File: src/rtl/hrb_pkg.sv
package hrb_pkg;
  localparam int REG_W     = 8;
  localparam int GRP_REGS  = 8;
  localparam int GRP_IDX_W = $clog2(GRP_REGS);
  localparam int PORT_W    = GRP_IDX_W + 1;
  localparam int REC_REGS  = 2 * GRP_REGS;
  localparam int REC_IDX_W = $clog2(REC_REGS);

  // strobes from the recall sequencer to the register datapath
  typedef struct packed {
    logic                 stageWe;
    logic [REC_IDX_W-1:0] stageIdx;
    logic                 commit;
    logic                 initSet;
    logic                 busy;
  } recallStrobe_t;
endpackage

File: src/rtl/hrb_recall_ctrl.sv
module hrb_recall_ctrl
  import hrb_pkg::*;
#(
  parameter int                 STEP_CYCLES = 8,
  parameter int                 STRAP_W     = 4,
  parameter logic [STRAP_W-1:0] STRAP_CODE  = 4'b1001
) (
  input  logic                 clk,
  input  logic                 rstN,
  input  logic [STRAP_W-1:0]   strap,
  input  logic                 recallStart,
  input  logic                 nvAck,
  output logic                 nvReq,
  output logic [REC_IDX_W:0]   nvAddr,
  output recallStrobe_t        strobe
);
  localparam int GAP_W = $clog2(STEP_CYCLES + 1);
  localparam logic [GAP_W-1:0]     GAP_LAST = GAP_W'(STEP_CYCLES - 1);
  localparam logic [REC_IDX_W-1:0] IDX_LAST = REC_IDX_W'(REC_REGS - 1);

  typedef enum logic [1:0] {S_IDLE, S_REQ, S_GAP, S_COMMIT} state_t;

  state_t               state;
  logic                 pendInit;
  logic                 setSel;
  logic [REC_IDX_W-1:0] idx;
  logic [GAP_W-1:0]     gapCnt;

  always_ff @(posedge clk) begin
    if (!rstN) begin
      state    <= S_IDLE;
      pendInit <= (strap == STRAP_CODE);
      setSel   <= 1'b0;
      idx      <= '0;
      gapCnt   <= '0;
    end else begin
      case (state)
        S_IDLE: if (pendInit || recallStart) begin
          state    <= S_REQ;
          setSel   <= !pendInit;
          pendInit <= 1'b0;
          idx      <= '0;
        end
        S_REQ: if (nvAck) begin
          state  <= S_GAP;
          gapCnt <= '0;
        end
        S_GAP: begin
          if (gapCnt == GAP_LAST) begin
            if (idx == IDX_LAST) state <= S_COMMIT;
            else begin
              idx   <= idx + 1'b1;
              state <= S_REQ;
            end
          end else begin
            gapCnt <= gapCnt + 1'b1;
          end
        end
        S_COMMIT: state <= S_IDLE;
        default:  state <= S_IDLE;
      endcase
    end
  end

  assign nvReq  = (state == S_REQ);
  assign nvAddr = {setSel, idx};

  always_comb begin
    strobe.stageWe  = (state == S_REQ) && nvAck;
    strobe.stageIdx = idx;
    strobe.commit   = (state == S_COMMIT);
    strobe.initSet  = !setSel;
    strobe.busy     = (state != S_IDLE) || pendInit;
  end

  // a request holds steady until acknowledged
  assert_req_hold_R6: assert property (@(posedge clk) disable iff (!rstN)
    nvReq && !nvAck |=> nvReq && $stable(nvAddr));

  // a start while idle makes the block busy
  assert_start_busy_R9: assert property (@(posedge clk) disable iff (!rstN)
    recallStart && !strobe.busy |=> strobe.busy);

  // commit is the final step of a recall
  assert_commit_ends_R7: assert property (@(posedge clk) disable iff (!rstN)
    strobe.commit |=> !strobe.busy);
endmodule

File: src/rtl/hrb_regs.sv
module hrb_regs
  import hrb_pkg::*;
#(
  parameter int                 STRAP_W  = 4,
  parameter logic [REG_W-1:0]   CTRL_RST = 8'h80
) (
  input  logic                 clk,
  input  logic                 rstN,
  input  logic [STRAP_W-1:0]   strap,
  input  logic [PORT_W-1:0]    hostAddr,
  input  logic                 hostWr,
  input  logic [REG_W-1:0]     hostWdata,
  output logic [REG_W-1:0]     hostRdata,
  input  logic [REG_W-1:0]     nvData,
  input  recallStrobe_t        strobe,
  output logic                 recallStart,
  output logic                 nicReset,
  output logic                 memEnable
);
  localparam logic [GRP_IDX_W-1:0] IX_CTRL = GRP_IDX_W'(0);
  localparam logic [GRP_IDX_W-1:0] IX_NV   = GRP_IDX_W'(1);
  localparam logic [GRP_IDX_W-1:0] IX_HW   = GRP_IDX_W'(2);
  localparam logic [REG_W-1:0]     CTRL_MASK = ~(REG_W'(1) << 5);
  localparam int                   PAD_W = REG_W - 1 - STRAP_W;

  logic [GRP_IDX_W-1:0] cIdx;
  logic                 inWindow, switchOn, ctlWr, winWr;
  logic [REC_IDX_W-1:0] winIdx;
  logic [REG_W-1:0]     ctrlReg, hwReg, nvStatus;
  logic [GRP_REGS-1:0][REG_W-1:0] ctlView;
  logic [REC_REGS-1:0][REG_W-1:0] recRegs, stage;

  assign cIdx     = hostAddr[GRP_IDX_W-1:0];
  assign inWindow = hostAddr[PORT_W-1];
  assign switchOn = hwReg[REG_W-1];
  assign winIdx   = {switchOn, cIdx};
  assign ctlWr    = hostWr && !inWindow;
  assign winWr    = hostWr && inWindow && !strobe.busy;
  assign nvStatus = {strobe.busy, {PAD_W{1'b0}}, strap};

  assign recallStart = ctlWr && (cIdx == IX_NV) && hostWdata[0] && !strobe.busy;
  assign nicReset    = ctrlReg[7];
  assign memEnable   = ctrlReg[6];

  // recallable groups: staging buffer plus live registers
  always_ff @(posedge clk) begin
    if (!rstN) begin
      recRegs <= '0;
      stage   <= '0;
    end else begin
      if (strobe.stageWe) stage[strobe.stageIdx] <= nvData;
      if (winWr)          recRegs[winIdx] <= hostWdata;
      if (strobe.commit)  recRegs <= stage;
    end
  end

  // control group, one slot per port
  for (genvar g = 0; g < GRP_REGS; g++) begin : g_ctl
    if (g == 0) begin : g_ctrl
      always_ff @(posedge clk) begin
        if (!rstN) ctrlReg <= CTRL_RST;
        else begin
          if (ctlWr && cIdx == IX_CTRL) ctrlReg <= hostWdata & CTRL_MASK;
          if (strobe.commit && strobe.initSet) ctrlReg[7] <= 1'b0;
        end
      end
      assign ctlView[g] = ctrlReg;
    end else if (g == 1) begin : g_nv
      assign ctlView[g] = nvStatus;
    end else if (g == 2) begin : g_hw
      always_ff @(posedge clk) begin
        if (!rstN) hwReg <= '0;
        else if (ctlWr && cIdx == IX_HW) hwReg <= hostWdata;
      end
      assign ctlView[g] = hwReg;
    end else begin : g_spare
      logic [REG_W-1:0] spareReg;
      always_ff @(posedge clk) begin
        if (!rstN) spareReg <= '0;
        else if (ctlWr && cIdx == GRP_IDX_W'(g)) spareReg <= hostWdata;
      end
      assign ctlView[g] = spareReg;
    end
  end

  assign hostRdata = inWindow ? recRegs[winIdx] : ctlView[cIdx];

  // recallable registers are frozen until the commit cycle
  assert_recall_hold_R7: assert property (@(posedge clk) disable iff (!rstN)
    strobe.busy && !strobe.commit |=> $stable(recRegs));

  // an initialisation recall releases the controller reset
  assert_init_release_R8: assert property (@(posedge clk) disable iff (!rstN)
    strobe.commit && strobe.initSet |=> !nicReset);
endmodule

File: src/rtl/host_reg_bank.sv
module host_reg_bank
  import hrb_pkg::*;
#(
  parameter int                 STEP_CYCLES = 8,
  parameter int                 STRAP_W     = 4,
  parameter logic [STRAP_W-1:0] STRAP_CODE  = 4'b1001,
  parameter logic [7:0]         CTRL_RST    = 8'h80
) (
  input  logic                 clk,
  input  logic                 rstN,
  input  logic [STRAP_W-1:0]   strap,
  input  logic [PORT_W-1:0]    hostAddr,
  input  logic                 hostWr,
  input  logic [REG_W-1:0]     hostWdata,
  output logic [REG_W-1:0]     hostRdata,
  output logic                 nvReq,
  output logic [REC_IDX_W:0]   nvAddr,
  input  logic                 nvAck,
  input  logic [REG_W-1:0]     nvData,
  output logic                 nicReset,
  output logic                 memEnable
);
  recallStrobe_t strobe;
  logic          recallStart;

  hrb_recall_ctrl #(
    .STEP_CYCLES(STEP_CYCLES), .STRAP_W(STRAP_W), .STRAP_CODE(STRAP_CODE)
  ) u_ctrl (
    .clk(clk), .rstN(rstN), .strap(strap), .recallStart(recallStart),
    .nvAck(nvAck), .nvReq(nvReq), .nvAddr(nvAddr), .strobe(strobe)
  );

  hrb_regs #(.STRAP_W(STRAP_W), .CTRL_RST(CTRL_RST)) u_regs (
    .clk(clk), .rstN(rstN), .strap(strap), .hostAddr(hostAddr),
    .hostWr(hostWr), .hostWdata(hostWdata), .hostRdata(hostRdata),
    .nvData(nvData), .strobe(strobe), .recallStart(recallStart),
    .nicReset(nicReset), .memEnable(memEnable)
  );
endmodule

File: config.mk
export PLATFORM = sky130hd
export DESIGN_NAME = host_reg_bank
export DESIGN_NICKNAME = d
export VERILOG_FILES = /design/src/rtl/hrb_pkg.sv /design/src/rtl/hrb_recall_ctrl.sv /design/src/rtl/hrb_regs.sv /design/src/rtl/host_reg_bank.sv
export SDC_FILE = /design/constraint.sdc
export NUM_CORES = 1
export LEC_CHECK = 0
export ABC_AREA = 0
export BUFFER_PORTS_ARGS = -buffer_cell sky130_fd_sc_hd__buf_4
export CAP_MARGIN = 20
export CORE_AREA = 5 5 161 179
export DETAILED_ROUTE_END_ITERATION = 16
export DIE_AREA = 0 0 166 184
export PLACE_DENSITY = 0.71
export SLEW_MARGIN = 5
export SYNTH_ARGS = -nofsm -noshare
export SYNTH_HDL_FRONTEND = slang
export SYNTH_SLANG_ARGS = --single-unit
export TNS_END_PERCENT = 50
File: constraint.sdc
create_clock -name clk -period 3.12 [get_ports clk]
set_input_delay 0.78 -clock clk [delete_from_list [all_inputs] [get_ports clk]]
set_output_delay 0.78 -clock clk [all_outputs]
set_load 0.01 [all_outputs]
Yosys cells after proc, flatten, opt, wreduce, memory -nomap -nowiden
Cells that the tools add are included.

Flip-flop bits (word level): 323. Bits of input ports: 28. Word-level logic and storage cells: 137.

$add $sub $neg: 2. Magnitude comparators: 5. Equality and inequality tests: 20. Mux-type cells: 30. Reduce and logical (&&, ||, !) cells: 35.

Operators by type and width (count): $bwmux 128 (2); $mux 128 (2); $demux 8 s4 (2); $mux 8 (6); $bmux 8 s4 (1); $bmux 8 s3 (1); $mux 4 (5); $logic_and 1x1->1 (17); $pmux 4 s2 (2); $eq 3x3->1 const B (4); $lt 4x5->1 const B (2); $ne 2x1->1 const B (5); $reduce_bool 2->1 (5); $add 4x1->4 const B (2); $eq 4x4->1 const B (2); $ge 4x1->1 const B (2); $mux 2 (4); $pmux 2 s4 (1); $eq 3x2->1 const B (2); $reduce_and 3->1 (2); $eq 2x2->1 const B (2); $eq 4x3->1 const B (1); $logic_not 1->1 (4); $lt 3x4->1 const B (1); 9 further kinds (15).

Longest topological paths before layout
Word-level depth: 9. Mapped depth: 8. Gate-level depth less buffers: 5.

Hierarchy
A second synthesis with hierarchy kept.

Cells, all modules: 1502. Area, all modules: 15036.9 sq um.

By module, submodules not included: hrb_regs (instances 1, cells an instance 1418, area each 14343.8 sq um, seq. area each 6226.0 sq um); hrb_recall_ctrl (instances 1, cells an instance 84, area each 693.2 sq um, seq. area each 250.2 sq um).

Worst setup path after synthesis
Ideal clock, no wire load.

Path type: input to output. From: in hostAddr[2]. To: out hostRdata[5]. Data arrival time: 2.217 ns. Setup slack: 0.123 ns. Stages: 6. Buffers on the path: 4. Path through: buf_2 buf_2 clkbuf_1 clkbuf_1 a211oi_1 a211oi_1.

Longest elaborated chain between the ends: 3. Elaborated cells on any way between the ends: 5. Those cells by class: mux: 5.

RTL lines: from (decl) (line host_reg_bank.sv:12) `input logic [PORT_W-1:0] hostAddr,`; $bmux 8 s4 / $bmux 8 s3 (equally long branches) (line hrb_regs.sv:86) `assign hostRdata = inWindow ? recRegs[winIdx] : ctlView[cIdx];`; $mux 8 (implied by the code) (line hrb_regs.sv:86); $mux 8 (*) (line hrb_regs.sv:86); to (decl) (line host_reg_bank.sv:15) `output logic [REG_W-1:0] hostRdata,`.

Every way passes the cells marked *; elsewhere a longest branch is shown, timed or not. The select of a mux whose other input is x is not followed.

Final worst setup path
From: in hostAddr[1]. To: out hostRdata[7].

Same word-level chain as after synthesis.

==> flow_summary.yaml <==
grt:
  grt_pass1_vias: 11360
  gr-usage-all-layers: 0.2682
  grt_pass1_wl_mm: 65.77
  grt_max_degree: 97
  gr-total-overflow: 0
  antenna_found_initial: 0
setup_path:
  end_kind: "output port"
  criticalPathCategory: "input port to output port"
  startpoint_type: "input port"
  required_ns: 2.34
  critPathArrivalTime_ns: 2.26
  rr_worst_depth: 5
  crit_fanout: 12
routing:
  met2_length_mm: 20.41
  wl_met3_mm: 2.430
  wirelength_mm: 41.97
  drt-met1-wl_mm: 17.58
  dr_total_vias: 11870
  vias_per_cell: 6.130
  drtAntennaViolNets: 0
  drt-initial-drc-count: 1142
  top_layer: "met4"
  drt-pass1-iter-count: 5
  drc: 0
  post_drt_wl_per_cell_um: 21.68
finish:
  layout.nets: 1588
  multi_input_area_sq_um: 7430
  drive_above_1_share: 0.1311
  diodes: 0
  fillers: 2231
  area_growth_pct: 12.17
  regArea_sq_um: 6477
  post-route-cell-area_sq_um: 16290
floorplan:
  core_sq_um: 26720
  die_h_um: 184
  fp.dieW_um: 166
  start_util: 0.5436
  rows: 63
  die-area_sq_um: 30540
  io_pins: 44
clock_network:
  cts_buffer_depth: 3
  cts_max_level: 2
  cts_tree: "built"
  cts_setup_buffers: 0
  postCtsHoldBufs: 0
  cts.sinks: 323
  cts_buffers: 35
  clock_latency_ns: 0.52
  cts_root_buf: "clkbuf_16"
  clk_pin_slew_ns: 0.06
timing:
  slew_viol_final: 0
  finClkSkew_ns: 0.02422
  fin_ws_ns: 0.07742
  fin_crit_ns: 3.043
  min_period_over_period: 0.9752
  setup_viol: 0
  worstMarginPinSlew_ns: 0.8135
  relSlewSlack: 0.4577
  max_freq_mhz: 328.7
  hold_viol: 0
  rsz0062_at_grt: "no"
yosys:
  async_reset_ff_frac: 0
  yosys.cell_types.count: 52
  yosys_register_bits: 323
  ys_seq_area_frac: 0.4459
  synthesis.area_sq_um: 14530
  synth_flop_cell: "dfxtp_1"
  syn_area_per_cell_sq_um: 9.240
  yosysWarningCount: 0
  syn_inst: 1572
  synth_edf_count: 1
  synthesis.nets: 1605
min_path:
  hold-path-cell-count: 2
  holdCritPathClass: "flop to flop"
placed_design:
  place_ws_ns: -0.03592
  dpl_cell_area_sq_um: 15150
  post-dp-hpwl_mm: 28.11
  gp_congestion: 0.9491
  portBuffers: 43
power:
  p_leak_nw: 7.025
  irDropWorstVdd_v: 0.0003646
  power_mw: 8.734
  powerDensity_nw_per_um2: 536.1
outcome:
  status: "finished, final reports clean"
flow_run:
  cap_violations: 0
==> area by class of cell <==
class | instances | area share
clock buffers | 52 | 0.06328
clock inverters | 9 | 0.004147
inverters | 4 | 0.001229
multi-input cells | 1092 | 0.4560
flip-flops and latches | 323 | 0.3976
well taps | 357 | 0.02742
repair buffers | 99 | 0.05038
==> power breakdown <==
part	internal (mW)	total [mW]	switching [mW]
combinational	0.196	0.569	0.373
clock	2.30	3.97	1.67
sequential	4.16	4.20	0.0315
total	6.66	8.73	2.08
==> sequential cells by signal (all words and copies together), names as in the netlist <==
register                       flops
u_ctrl.setSel                      1
u_ctrl.idx                         4
u_ctrl.state                       2
u_ctrl.gapCnt                      4
u_regs.stage                     128
u_regs.ctrlReg                     7
u_ctrl.pendInit                    1
u_regs.hwReg                       8
u_regs.recRegs                   128
u_regs.g_ctl.g_spare.spareReg     40
==> layout by cell type (no fill, tap or decap), types with 8 or more instances in the layout <==
master,netlist,final
o21ai_0,68,68
a311oi_1,61,61
nand2_1,172,171
a21oi_1,96,95
nor2_1,242,242
nor3_1,8,8
clkbuf_16,0,36
mux4_2,31,31
dfxtp_1,322,321
nor2b_1,10,9
nand3_1,49,49
buf_4,7,91
clkbuf_1,120,9
mux2i_1,250,249
==> cells in the mapped netlist (2+ instances only) <==
cell type / number / area (sq um)
clkbuf_1: 120 / 450.4
nand4b_1: 7 / 61.31
xor2_1: 3 / 26.28
a311oi_2: 7 / 105.1
a22oi_1: 6 / 45.04
a311oi_1: 61 / 534.3
and3_1: 5 / 31.28
nand2_1: 172 / 645.6
nand3b_1: 5 / 37.54
ha_1: 5 / 62.56
a211oi_1: 4 / 30.03
o21ai_0: 68 / 340.3
and3b_1: 3 / 26.28
nand3_1: 49 / 245.2
nor2b_1: 10 / 62.56
nand4bb_1: 5 / 56.30
nand2b_1: 7 / 43.79
mux4_2: 31 / 698.2
dfxtp_1: 322 / 6446
nor3b_1: 3 / 22.52
o221ai_1: 2 / 17.52
nor2_1: 242 / 908.4
o211ai_1: 6 / 45.04
inv_1: 4 / 15.01
a2bb2oi_1: 2 / 17.52
buf_4: 7 / 52.55
nor3_1: 8 / 40.04
and2_1: 5 / 31.28
mux2i_1: 250 / 2502
buf_1: 2 / 7.510
a221oi_1: 4 / 35.03
a211o_1: 4 / 35.03
a21oi_1: 96 / 480.5
nand4_1: 2 / 12.51
mux2_2: 2 / 22.52
buf_6: 3 / 33.78
buf_2: 21 / 105.1
and4_1: 2 / 17.52
nand4_2: 2 / 25.02
a31oi_1: 3 / 18.77
==> path summary, 6_finish.rpt <==
| path | end | slack [ns] | startpoint |
|---|---|---|---|
| setup / recovery | hostRdata[7] | 0.08 | hostAddr[1] |
| hold / removal | u_regs.recRegs[21]$_SDFFE_PN0P_ | 0.46 | u_regs.stage[21]$_SDFFE_PN0P_ |
| setup reg to reg | u_regs.recRegs[42]$_SDFFE_PN0P_ | 0.84 | u_ctrl.state[1]$_SDFFE_PN0P_ |
| hold reg to reg | u_regs.recRegs[21]$_SDFFE_PN0P_ | 0.46 | u_regs.stage[21]$_SDFFE_PN0P_ |
==> per-stage QoR <==
step	utilization	cells	hold WS [ns]	setup TNS, ns
2_1_floorplan	-	1572	0.4334	0
3_3_place_gp	0.5670	1875	0.4509	-0.009671
3_5_place_dp	0.5670	1875	0.4546	-0.09223
4_1_cts	0.6087	1936	0.4623	0
5_1_grt	0.6097	1936	0.4917	0
6_report	0.6097	1936	0.4564	0
==> per-layer routing <==
layer	track usage	up-vias
met5	0	-
met4	0.09274	0
met3	0.04473	107
met2	0.4642	410
met1	0.3421	5819
li1	-	5531
==> critical path: stages <==
cell and delay, ns:
buf_8 0.13, mux4_2 0.52, mux2i_2 0.19, a21oi_2 0.08, or3_4 0.40, buf_4 0.15
==> cells by family after synthesis <==
kind of cell | count (synthesis) | share of synthesized area
compound gates | 268 | 0.1202
xor+xnor | 3 | 0.001809
fa+ha+maj | 5 | 0.004307
buf+inv | 157 | 0.04574
flops | 323 | 0.4459
mux | 283 | 0.2219
simple gates | 533 | 0.1602
==> timing repair <==
| action | 4_1_cts | 5_1_grt |
|---|---|---|
| gates cloned | 0 | 0 |
| gates resized for setup | 4 | 7 |
| endpoints found under the setup margin | 5 | 8 |
Note: power is estimated with default switching activity, not from simulation.
